===== src/rtl/hdlc_tx_pkg.sv =====
package hdlc_tx_pkg;

  localparam int          FLAG_W   = 8;
  localparam logic [7:0]  FLAG_PAT = 8'h7E;

  typedef enum logic [2:0] {
    ST_FILL,
    ST_OPEN,
    ST_BODY,
    ST_CHECK,
    ST_CLOSE,
    ST_ABORT
  } tx_state_e;

endpackage


===== src/rtl/hdlc_fcs_gen.sv =====
module hdlc_fcs_gen #(
  parameter int             W    = 16,
  parameter logic [W-1:0]   POLY = 16'h8408
) (
  input  logic clk,
  input  logic rst_n,
  input  logic init,
  input  logic update,
  input  logic din,
  input  logic shift,
  output logic fcs_bit
);

  logic [W-1:0] crc_q, crc_d;
  logic         fb;

  assign fb = crc_q[0] ^ din;

  always_comb begin
    crc_d = crc_q;
    if (init) begin
      crc_d = '1;
    end else if (update) begin
      crc_d = {1'b0, crc_q[W-1:1]} ^ (fb ? POLY : '0);
    end else if (shift) begin
      crc_d = {1'b1, crc_q[W-1:1]};
    end
  end

  always_ff @(posedge clk or negedge rst_n) begin
    if (!rst_n) crc_q <= '1;
    else        crc_q <= crc_d;
  end

  assign fcs_bit = ~crc_q[0];

  // the register is either folding in data or emitting the field, never both
  p_mode_excl_r4: assert property (@(posedge clk) disable iff (!rst_n)
    update |-> !shift);

endmodule


===== src/rtl/hdlc_zero_stuffer.sv =====
module hdlc_zero_stuffer #(
  parameter int RUN_LEN = 5
) (
  input  logic clk,
  input  logic rst_n,
  input  logic clear,
  input  logic step,
  input  logic stuffable,
  input  logic bit_in,
  output logic stuff_now
);

  localparam int RC_W = $clog2(RUN_LEN + 1);

  logic [RC_W-1:0] run_q, run_d;

  assign stuff_now = (run_q == RC_W'(RUN_LEN));

  always_comb begin
    run_d = run_q;
    if (clear) begin
      run_d = '0;
    end else if (step) begin
      if (stuff_now)                run_d = '0;
      else if (stuffable && bit_in) run_d = run_q + 1'b1;
      else                          run_d = '0;
    end
  end

  always_ff @(posedge clk or negedge rst_n) begin
    if (!rst_n) run_q <= '0;
    else        run_q <= run_d;
  end

  // the ones counter never passes the insertion threshold
  p_run_limit_r5: assert property (@(posedge clk) disable iff (!rst_n)
    run_q <= RC_W'(RUN_LEN));

endmodule


===== src/rtl/hdlc_frame_tx.sv =====
module hdlc_frame_tx
  import hdlc_tx_pkg::*;
#(
  parameter int                DATA_W   = 8,
  parameter int                FCS_W    = 16,
  parameter logic [FCS_W-1:0]  FCS_POLY = 16'h8408,
  parameter int                RUN_LEN  = 5
) (
  input  logic              clk,
  input  logic              rst_n,
  input  logic              tx_en,
  input  logic              fill_ones,
  input  logic              bit_en,
  input  logic [DATA_W-1:0] in_data,
  input  logic              in_eop,
  input  logic              in_abort,
  input  logic              in_valid,
  output logic              in_ready,
  output logic              tx_bit
);

  localparam int SPAN  = (FCS_W > DATA_W) ? FCS_W : DATA_W;
  localparam int CNT_W = $clog2(SPAN);
  localparam int DI_W  = $clog2(DATA_W);

  // asynchronous assertion, synchronous release
  logic [1:0] rst_pipe;
  logic       arst_n;

  always_ff @(posedge clk or negedge rst_n) begin
    if (!rst_n) rst_pipe <= '0;
    else        rst_pipe <= {rst_pipe[0], 1'b1};
  end
  assign arst_n = rst_pipe[1];

  tx_state_e         state_q, state_d;
  logic [CNT_W-1:0]  cnt_q, cnt_d;
  logic [DATA_W-1:0] byte_q, byte_d;
  logic              eop_q, eop_d;
  logic              out_q, out_d;
  logic              bit_sel;
  logic              stuff_now;
  logic              fcs_bit;
  logic              step, adv;
  logic              last_flag, last_data, last_fcs;
  logic              take_slot;

  assign step      = bit_en && tx_en;
  assign adv       = step && !stuff_now;
  assign last_flag = (cnt_q == CNT_W'(FLAG_W - 1));
  assign last_data = (cnt_q == CNT_W'(DATA_W - 1));
  assign last_fcs  = (cnt_q == CNT_W'(FCS_W - 1));

  assign take_slot = ((state_q == ST_OPEN) && last_flag) ||
                     ((state_q == ST_BODY) && last_data && !eop_q);
  assign in_ready  = adv && take_slot;

  // next state and sequencing
  always_comb begin
    state_d = state_q;
    cnt_d   = cnt_q;
    byte_d  = byte_q;
    eop_d   = eop_q;
    if (!tx_en) begin
      state_d = ST_FILL;
      cnt_d   = '0;
    end else if (adv) begin
      cnt_d = cnt_q + 1'b1;
      unique case (state_q)
        ST_FILL: begin
          if (last_flag) begin
            cnt_d = '0;
            if (in_valid) state_d = ST_OPEN;
          end
        end
        ST_OPEN: begin
          if (last_flag) begin
            cnt_d = '0;
            if (in_valid && !in_abort) begin
              state_d = ST_BODY;
              byte_d  = in_data;
              eop_d   = in_eop;
            end else begin
              state_d = ST_ABORT;
            end
          end
        end
        ST_BODY: begin
          if (last_data) begin
            cnt_d = '0;
            if (eop_q) begin
              state_d = ST_CHECK;
            end else if (in_valid && !in_abort) begin
              byte_d = in_data;
              eop_d  = in_eop;
            end else begin
              state_d = ST_ABORT;
            end
          end
        end
        ST_CHECK: begin
          if (last_fcs) begin
            cnt_d   = '0;
            state_d = ST_CLOSE;
          end
        end
        ST_CLOSE, ST_ABORT: begin
          if (last_flag) begin
            cnt_d   = '0;
            state_d = in_valid ? ST_OPEN : ST_FILL;
          end
        end
        default: begin
          state_d = ST_FILL;
          cnt_d   = '0;
        end
      endcase
    end
  end

  // bit selection for the current slot
  always_comb begin
    bit_sel = 1'b1;
    unique case (state_q)
      ST_FILL:           bit_sel = fill_ones ? 1'b1 : FLAG_PAT[cnt_q[2:0]];
      ST_OPEN, ST_CLOSE: bit_sel = FLAG_PAT[cnt_q[2:0]];
      ST_BODY:           bit_sel = byte_q[cnt_q[DI_W-1:0]];
      ST_CHECK:          bit_sel = fcs_bit;
      ST_ABORT:          bit_sel = (cnt_q != '0);
      default:           bit_sel = 1'b1;
    endcase
    if (stuff_now) bit_sel = 1'b0;
  end

  always_comb begin
    out_d = out_q;
    if (!tx_en)    out_d = 1'b1;
    else if (step) out_d = bit_sel;
  end

  always_ff @(posedge clk or negedge arst_n) begin
    if (!arst_n) begin
      state_q <= ST_FILL;
      cnt_q   <= '0;
      byte_q  <= '0;
      eop_q   <= 1'b0;
      out_q   <= 1'b1;
    end else begin
      state_q <= state_d;
      cnt_q   <= cnt_d;
      byte_q  <= byte_d;
      eop_q   <= eop_d;
      out_q   <= out_d;
    end
  end

  assign tx_bit = out_q;

  hdlc_fcs_gen #(
    .W    (FCS_W),
    .POLY (FCS_POLY)
  ) i_fcs (
    .clk     (clk),
    .rst_n   (arst_n),
    .init    (state_q == ST_OPEN),
    .update  (adv && (state_q == ST_BODY)),
    .din     (byte_q[cnt_q[DI_W-1:0]]),
    .shift   (adv && (state_q == ST_CHECK)),
    .fcs_bit (fcs_bit)
  );

  hdlc_zero_stuffer #(
    .RUN_LEN (RUN_LEN)
  ) i_stuff (
    .clk       (clk),
    .rst_n     (arst_n),
    .clear     (!tx_en),
    .step      (step),
    .stuffable ((state_q == ST_BODY) || (state_q == ST_CHECK)),
    .bit_in    (bit_sel),
    .stuff_now (stuff_now)
  );

  // the line holds its bit while the strobe is low
  p_hold_r9: assert property (@(posedge clk) disable iff (!arst_n)
    (!bit_en && tx_en) |=> $stable(tx_bit));

  // a disabled transmitter marks the line
  p_disabled_mark_r8: assert property (@(posedge clk) disable iff (!arst_n)
    !tx_en |=> tx_bit);

  // a pending insertion puts a zero on the line
  p_stuff_zero_r5: assert property (@(posedge clk) disable iff (!arst_n)
    (stuff_now && step) |=> !tx_bit);

  // nothing is taken while the check field goes out
  p_no_take_in_check_r3: assert property (@(posedge clk) disable iff (!arst_n)
    (state_q == ST_CHECK) |-> !in_ready);

  // after the leading zero, the abort pattern is all ones
  p_abort_ones_r6: assert property (@(posedge clk) disable iff (!arst_n)
    ((state_q == ST_ABORT) && adv && (cnt_q != '0)) |=> tx_bit);

endmodule


===== config.mk =====
export PLATFORM = sky130hd
export DESIGN_NAME = hdlc_frame_tx
export DESIGN_NICKNAME = d
export VERILOG_FILES = /design/src/rtl/hdlc_tx_pkg.sv /design/src/rtl/hdlc_fcs_gen.sv /design/src/rtl/hdlc_zero_stuffer.sv /design/src/rtl/hdlc_frame_tx.sv
export SDC_FILE = /design/constraint.sdc
export NUM_CORES = 1
export LEC_CHECK = 0
export BUFFER_PORTS_ARGS = -buffer_cell sky130_fd_sc_hd__buf_2
export CORE_MARGIN = 1.5
export CORE_UTILIZATION = 45
export DETAILED_ROUTE_END_ITERATION = 6
export HOLD_SLACK_MARGIN = 0.03
export PLACE_DENSITY_LB_ADDON = 0.2
export RECOVER_POWER = 25
export SLEW_MARGIN = 20
export SYNTH_ARGS = -nofsm -noshare
export SYNTH_HDL_FRONTEND = slang
export SYNTH_HIERARCHICAL = 1
export SYNTH_SLANG_ARGS = --single-unit

===== constraint.sdc =====
create_clock -name clk -period 1.6 [get_ports clk]
set_clock_uncertainty 0.2 [all_clocks]
set_input_delay 0.24 -clock clk [delete_from_list [all_inputs] [get_ports clk]]
set_output_delay 0.24 -clock clk [all_outputs]
set_load 0.1 [all_outputs]

# Yosys cells after proc, flatten, opt, wreduce, memory -nomap -nowiden
# Memory sizes are Yosys's and may differ from the RTL's.
# Index checks and enable logic that the tools add are counted.
[totals] ramBits=0 word_cells=106 latchBits=0 rom_bits=8 ff_bits=38 inputBits=16 n_memories=1
[mem_list] name="(no name shown)" words=8 width=1 rd=1 rd_ports_with_merged_regs=0 write_ports=0 line_no="hdlc_frame_tx.sv:126" source="ST_OPEN, ST_CLOSE: bit_sel = FLAG_PAT[cnt_q[2:0]];"
[classes] n_div=0 n_bitwise=3 n_reduce_logical=25 add_sub_neg=2 order_cmp=1 eq_ne=21 n_shift=0 n_mul=0 mux=45
[ops] operator="16-bit 2-to-1 mux" count=4
[ops] operator="3-bit 2-to-1 mux" count=15
[ops] operator="8-bit 2-to-1 mux" count=4
[ops] operator="3-bit != test, second input constant" count=6
[ops] operator="4-bit 2-to-1 mux" count=4
[ops] operator="8-bit case mux with 2 select lines" count=1
[ops] operator="15-bit by 16-bit bitwise XOR with 16-bit output" count=1
[ops] operator="3-bit case mux with 5 select lines" count=1
[ops] operator="1-bit 2-to-1 mux" count=12
[ops] operator="6-bit AND reduction" count=2
[ops] operator="1-bit logical AND" count=10
[ops] operator="3-bit equality test, second input constant" count=3
[ops] operator="2-bit != test, second input constant" count=4
[ops] operator="4-bit case mux with 2 select lines" count=1
[ops] operator="8-bit AND reduction" count=1
[ops] operator="3-bit by 2-bit equality test with 1-bit output, second input constant" count=2
[ops] operator="1-bit case mux with 5 select lines" count=1
[ops] operator="5-bit OR reduction" count=1
[ops] operator="4-bit by 1-bit adder with 4-bit output, second input constant" count=1
[ops] operator="4-bit by 3-bit equality test with 1-bit output, second input constant" count=1
[ops] operator="4-bit equality test, second input constant" count=1
[ops] operator="3-bit by 4-bit less-than comparator with 1-bit output, second input constant" count=1
[ops] operator="2-bit by 1-bit != test with 1-bit output, second input constant" count=2
[ops] operator="4-bit != test, second input constant" count=1
[ops] operator="other kinds (13)" count=17

# Logic depth before layout (Yosys ltp)
[depth] word_depth=10 depth_mapped=11 mapped_depth_nobuf=9

# Hierarchy
# Netlist, hierarchy kept.
[modules_own_cells] mod="hdlc_frame_tx" instances=1 area_per_inst_um2=1198.6 seq_area_each_um2=476.7 cells_each=123
[modules_own_cells] mod="hdlc_fcs_gen" instances=1 area_per_inst_um2=828.3 seq_area_each_um2=420.4 cells_each=75
[modules_own_cells] mod="hdlc_zero_stuffer" instances=1 area_per_inst_um2=192.7 seq_area_each_um2=75.1 cells_each=19

# Least setup slack after synthesis
# OpenSTA, ideal clock, no wires.
[synth_path] path_type="register -> output" from="register i_stuff.run_q[0]" to="output port in_ready" arrival_time_ns=1.946 stages_incl_launch_ff=6 setup_slack_ns=-0.786 n_path_buf=1 cell_sequence="dfrtp_1 ha_1 and2_4 and3b_1 buf_2 and3_1"
[synth_between] elab_chain_len=4
[synth_lines] element="start: declaration" line_no="hdlc_zero_stuffer.sv:15" source="logic [RC_W-1:0] run_q, run_d;"
[synth_lines] element="start signal: assignment" line_no="hdlc_zero_stuffer.sv:32" source="else run_q <= run_d;"
[synth_lines] element="3-bit equality test" line_no="hdlc_zero_stuffer.sv:17" source="assign stuff_now = (run_q == RC_W'(RUN_LEN));"
[synth_lines] element="named net stuff_now" line_no="hdlc_frame_tx.sv:42" source="logic stuff_now;"
[synth_lines] element="1-bit zero test" line_no="hdlc_frame_tx.sv:49" source="assign adv = step && !stuff_now;"
[synth_lines] element="1-bit logical AND" line_no="hdlc_frame_tx.sv:49"
[synth_lines] element="1-bit logical AND" line_no="hdlc_frame_tx.sv:56" source="assign in_ready = adv && take_slot;"
[synth_lines] element="end: declaration" line_no="hdlc_frame_tx.sv:18" source="output logic in_ready,"
# The timed path passes the listed nets, and every way through them passes these cells.

# Worst setup path in the final report
[layout_path] from="register state_q[0]" to="output port in_ready"
[layout_between] elab_chain_len=5 elab_cells_between_ends=7 cone_classes="eq/ne (2); reduce/logical (5)"
[layout_lines] element="start: declaration" line_no="hdlc_frame_tx.sv:36" source="tx_state_e state_q, state_d;"
[layout_lines] element="start signal: assignment" line_no="hdlc_frame_tx.sv:149" source="state_q <= state_d;"
[layout_lines] element="3-bit by 2-bit equality test with 1-bit output" line_no="hdlc_frame_tx.sv:55" source="((state_q == ST_BODY) && last_data && !eop_q);"
[layout_lines] element="1-bit logical AND (2 in a row)" line_no="hdlc_frame_tx.sv:55"
[layout_lines] element="1-bit logical OR (*)" line_no="hdlc_frame_tx.sv:54" source="assign take_slot = ((state_q == ST_OPEN) && last_flag) ||"
[layout_lines] element="1-bit logical AND (*)" line_no="hdlc_frame_tx.sv:56"
# Mark *: on every way between the ends. The rest lies on a longest branch, timed or not.

==> metrics.csv <==
stage,metric,value,unit
outcome,run_status,finished with violations,
outcome,violations,setup timing,
final_layout,area_delta_synth_final,52.1,%
final_layout,fillers,337,
place,portBuffers,17,
sta,slew_headroom,0.367,
critical_path,crit_path_end_kind,output port,
clocking,cts_tree,done,
critical_path,worst_setup_path_start_kind,flip-flop,
yosys,synth_area_per_cell,10.2,sq um
sta,fmax,452,MHz
place,gp_congestion,0.805,
routing,wirelength,5.45,mm
sta,setup_slack,-612,ps
grt,grt.total_usage,0.214,
die,ioPinCount,18,
sta,rsz0062_at_grt,yes,
place,post-dp-hpwl,3.31,mm
yosys,syn_area,2220,sq um
critical_path,r2r_slack,-610,ps
die,rows,25,
routing,viasPerCell,5.05,
die,die_w,73.2,um
yosys,synthDistinctLibCells,53,
routing,dr.pass1.iters,4,
critical_path,r2r-start,cnt_q[0]$_DFFE_PN0N_,
routing,drc_errors,0,
clocking,clock_latency,290,ps
routing,vias,1890,
clocking,htreeDepth,2,
sta,tightest_slew,950,ps
sta,hold_viol_final,0,
yosys,synthCells,217,
critical_path,worst-endpoint-required,1160,ps
yosys,synth_warnings,6,
sta,slew_viol_final,0,
yosys,seq_area_frac_synth,0.438,
final_layout,multiInputGateArea,1420,sq um
critical_path,cp_max_fo,5,
die,core-area,4720,sq um
clocking,cts_buffer_depth,2,
critical_path,slowest_delay,400,ps
routing,ant_nets,0,
final_layout,final_util,0.715,
sta,fin_crit,2210,ps
grt,grt_pass1_wl,8.78,mm
critical_path,worstSetupPathType,reg -> out,
worst_hold_path,min_path_type,reg -> async,
clocking,cts_sinks,38,
yosys,synth_flop_cell,dfrtp_1,
die,dieHeight,73.2,um
final_layout,regArea,977,sq um
pwr,p_per_area,706,nW/um^2
yosys,synthesis.nets,238,
clocking,clockRootBuffer,clkbuf_8,
critical_path,cp_slowest_cell,dfrtp_1,
die,start_util,0.470,
final_layout,fin_cells,374,
yosys,synth_seq_cells,38,
pwr,vdd_drop_max,0.000543,V
routing,wl_per_cell,14.6,um
grt,grt_overflow,0,
sta,period_share,1.38,
sta,finalSetupViolCount,36,
sta,hold_slack,26.4,ps
die,die-area,5360,sq um
yosys,synthArstFlopShare,1.00,
critical_path,r2r_end,i_stuff/run_q[1]$_DFFE_PN0P_,
run,maxCapViolations,0,
final_layout,drive_above_1_share,0.619,
yosys,synth_edf_count,0,
grt,antenna_found_initial,0,
pwr,p_leak,1.48,nW
clocking,cts_inserted_buffers,5,
place,pre_cts_slack,-655,ps
critical_path,cp_cell_sequence,buf_6 > or3b_4 > a21oi_2 > and3_4 > buf_12,
final_layout,n_antenna_cell,0,
clocking,clkTransAtPathRegs,80,ps
grt,grt_pass1_vias,1942,
critical_path,r2r_cells,8,
grt,grt_max_degree,20,
routing,drt_iter0_drc,148,
critical_path,worstPathArrival,1770,ps
place,dp_cells,337,
final_layout,fin_nets,327,
==> flip-flops by register name, indices dropped and copies added (netlist names) <==
| signal | count |
|---|---|
| i_fcs/crc_q | 16 |
| eop_q | 1 |
| i_stuff/run_q | 3 |
| state_q | 3 |
| cnt_q | 4 |
| rst_pipe | 2 |
| tx_bit | 1 |
| byte_q | 8 |
==> cells in the mapped netlist, types with 3 or more instances <==
cell,count,share of area
clkbuf_1,5,0.0085
nor2_1,24,0.041
nor2b_1,6,0.017
nand3_1,5,0.011
nor2_2,7,0.020
inv_1,10,0.017
dfstp_2,17,0.20
a22oi_1,3,0.010
mux2_2,8,0.041
a21oi_2,13,0.051
o21ai_0,10,0.023
nor3b_1,5,0.017
o21ai_2,3,0.012
nand2_1,14,0.024
mux2i_1,8,0.036
and2_1,4,0.011
ha_1,5,0.028
dfrtp_1,21,0.24
==> through the flow <==
stage	TNS [ps]	instance area (sq um)	power, W
after floorplan	-12750	2290	0.00133
after global placement	-15710	2730	0.00145
after detailed placement	-17120	2730	0.00146
after CTS	-14670	3230	0.00233
after global routing	-17470	3380	0.00249
final	-15220	3380	0.00238
==> metal layers <==
layer | GRT usage | wire length [um]
met5 | 0 | 0
met4 | 0.0545 | 27
met1 | 0.264 | 2400
met2 | 0.374 | 2850
met3 | 0.0539 | 169
==> power breakdown <==
group          total [W]  switching, W  internal [W]
logic           0.000460      0.000217      0.000243
clock network   0.000795      0.000350      0.000446
registers        0.00113     0.0000655       0.00106
==> repair_timing <==
action,CTS,global route
gates cloned,3,0
pin swaps,28,22
hold endpoints to repair,11,0
setup buffers,16,7
hold buffers,10,0
gates resized for setup,46,34
endpoints found under the setup margin,37,37
==> worst max-delay path, delay by kind of cell, from the launching register on <==
kind	cells	cell delay (ps)
flops	1	400
simple gates	2	610
buf+inv	2	310
compound gates	1	170
==> cell type report <==
| cell class | count | share of cell area |
|---|---|---|
| clock buffers | 8 | 0.0330 |
| inverters | 10 | 0.0119 |
| multi-input cells | 160 | 0.421 |
| flip-flops and latches | 38 | 0.289 |
| well taps | 67 | 0.0248 |
| repair buffers | 91 | 0.220 |
==> cell families (layout without fill, tap and decap cells) <==
family | Yosys count | count (layout) | share of synthesized area
AOI/OAI and AO/OA | 51 | 51 | 0.179
xor gates and xnor gates | 2 | 2 | 0.00789
adders and majority gates | 5 | 5 | 0.0282
buffers and inverters | 22 | 109 | 0.0614
DFF | 38 | 38 | 0.438
muxes | 16 | 16 | 0.0767
other | 1 | 1 | 0.00169
and+or+nand+nor | 82 | 85 | 0.207
==> how the worst max path moves through the flow <==
stage	startpoint	end	slack (ps)	cells after the start
final	state_q[0]$_DFFE_PN0P_	in_ready	-610	5
after global routing	cnt_q[0]$_DFFE_PN0N_	i_stuff/run_q[1]$_DFFE_PN0P_	-700	10
after CTS	cnt_q[0]$_DFFE_PN0N_	i_stuff/run_q[1]$_DFFE_PN0P_	-600	9
after detailed placement	cnt_q[0]$_DFFE_PN0N_	i_stuff/run_q[1]$_DFFE_PN0P_	-660	9
after global placement	cnt_q[0]$_DFFE_PN0N_	i_stuff/run_q[1]$_DFFE_PN0P_	-580	9
after floorplan	i_stuff/run_q[1]$_DFFE_PN0P_	i_fcs/crc_q[13]$_DFFE_PN1P_	-600	11
==> layout by cell type, fill, tap and decap left out, types with 7 or more instances in the layout <==
| cell | n |
|---|---|
| buf_4 | 49 |
| nor2_1 | 17 |
| dfrtp_1 | 17 |
| dfstp_2 | 17 |
| a21oi_2 | 14 |
| buf_6 | 14 |
| buf_2 | 14 |
| nand2_1 | 13 |
| nor2_4 | 10 |
| dlygate4sd3_1 | 10 |
| inv_1 | 8 |
| mux2_2 | 7 |
Note: power is estimated with default switching activity, not from simulation.
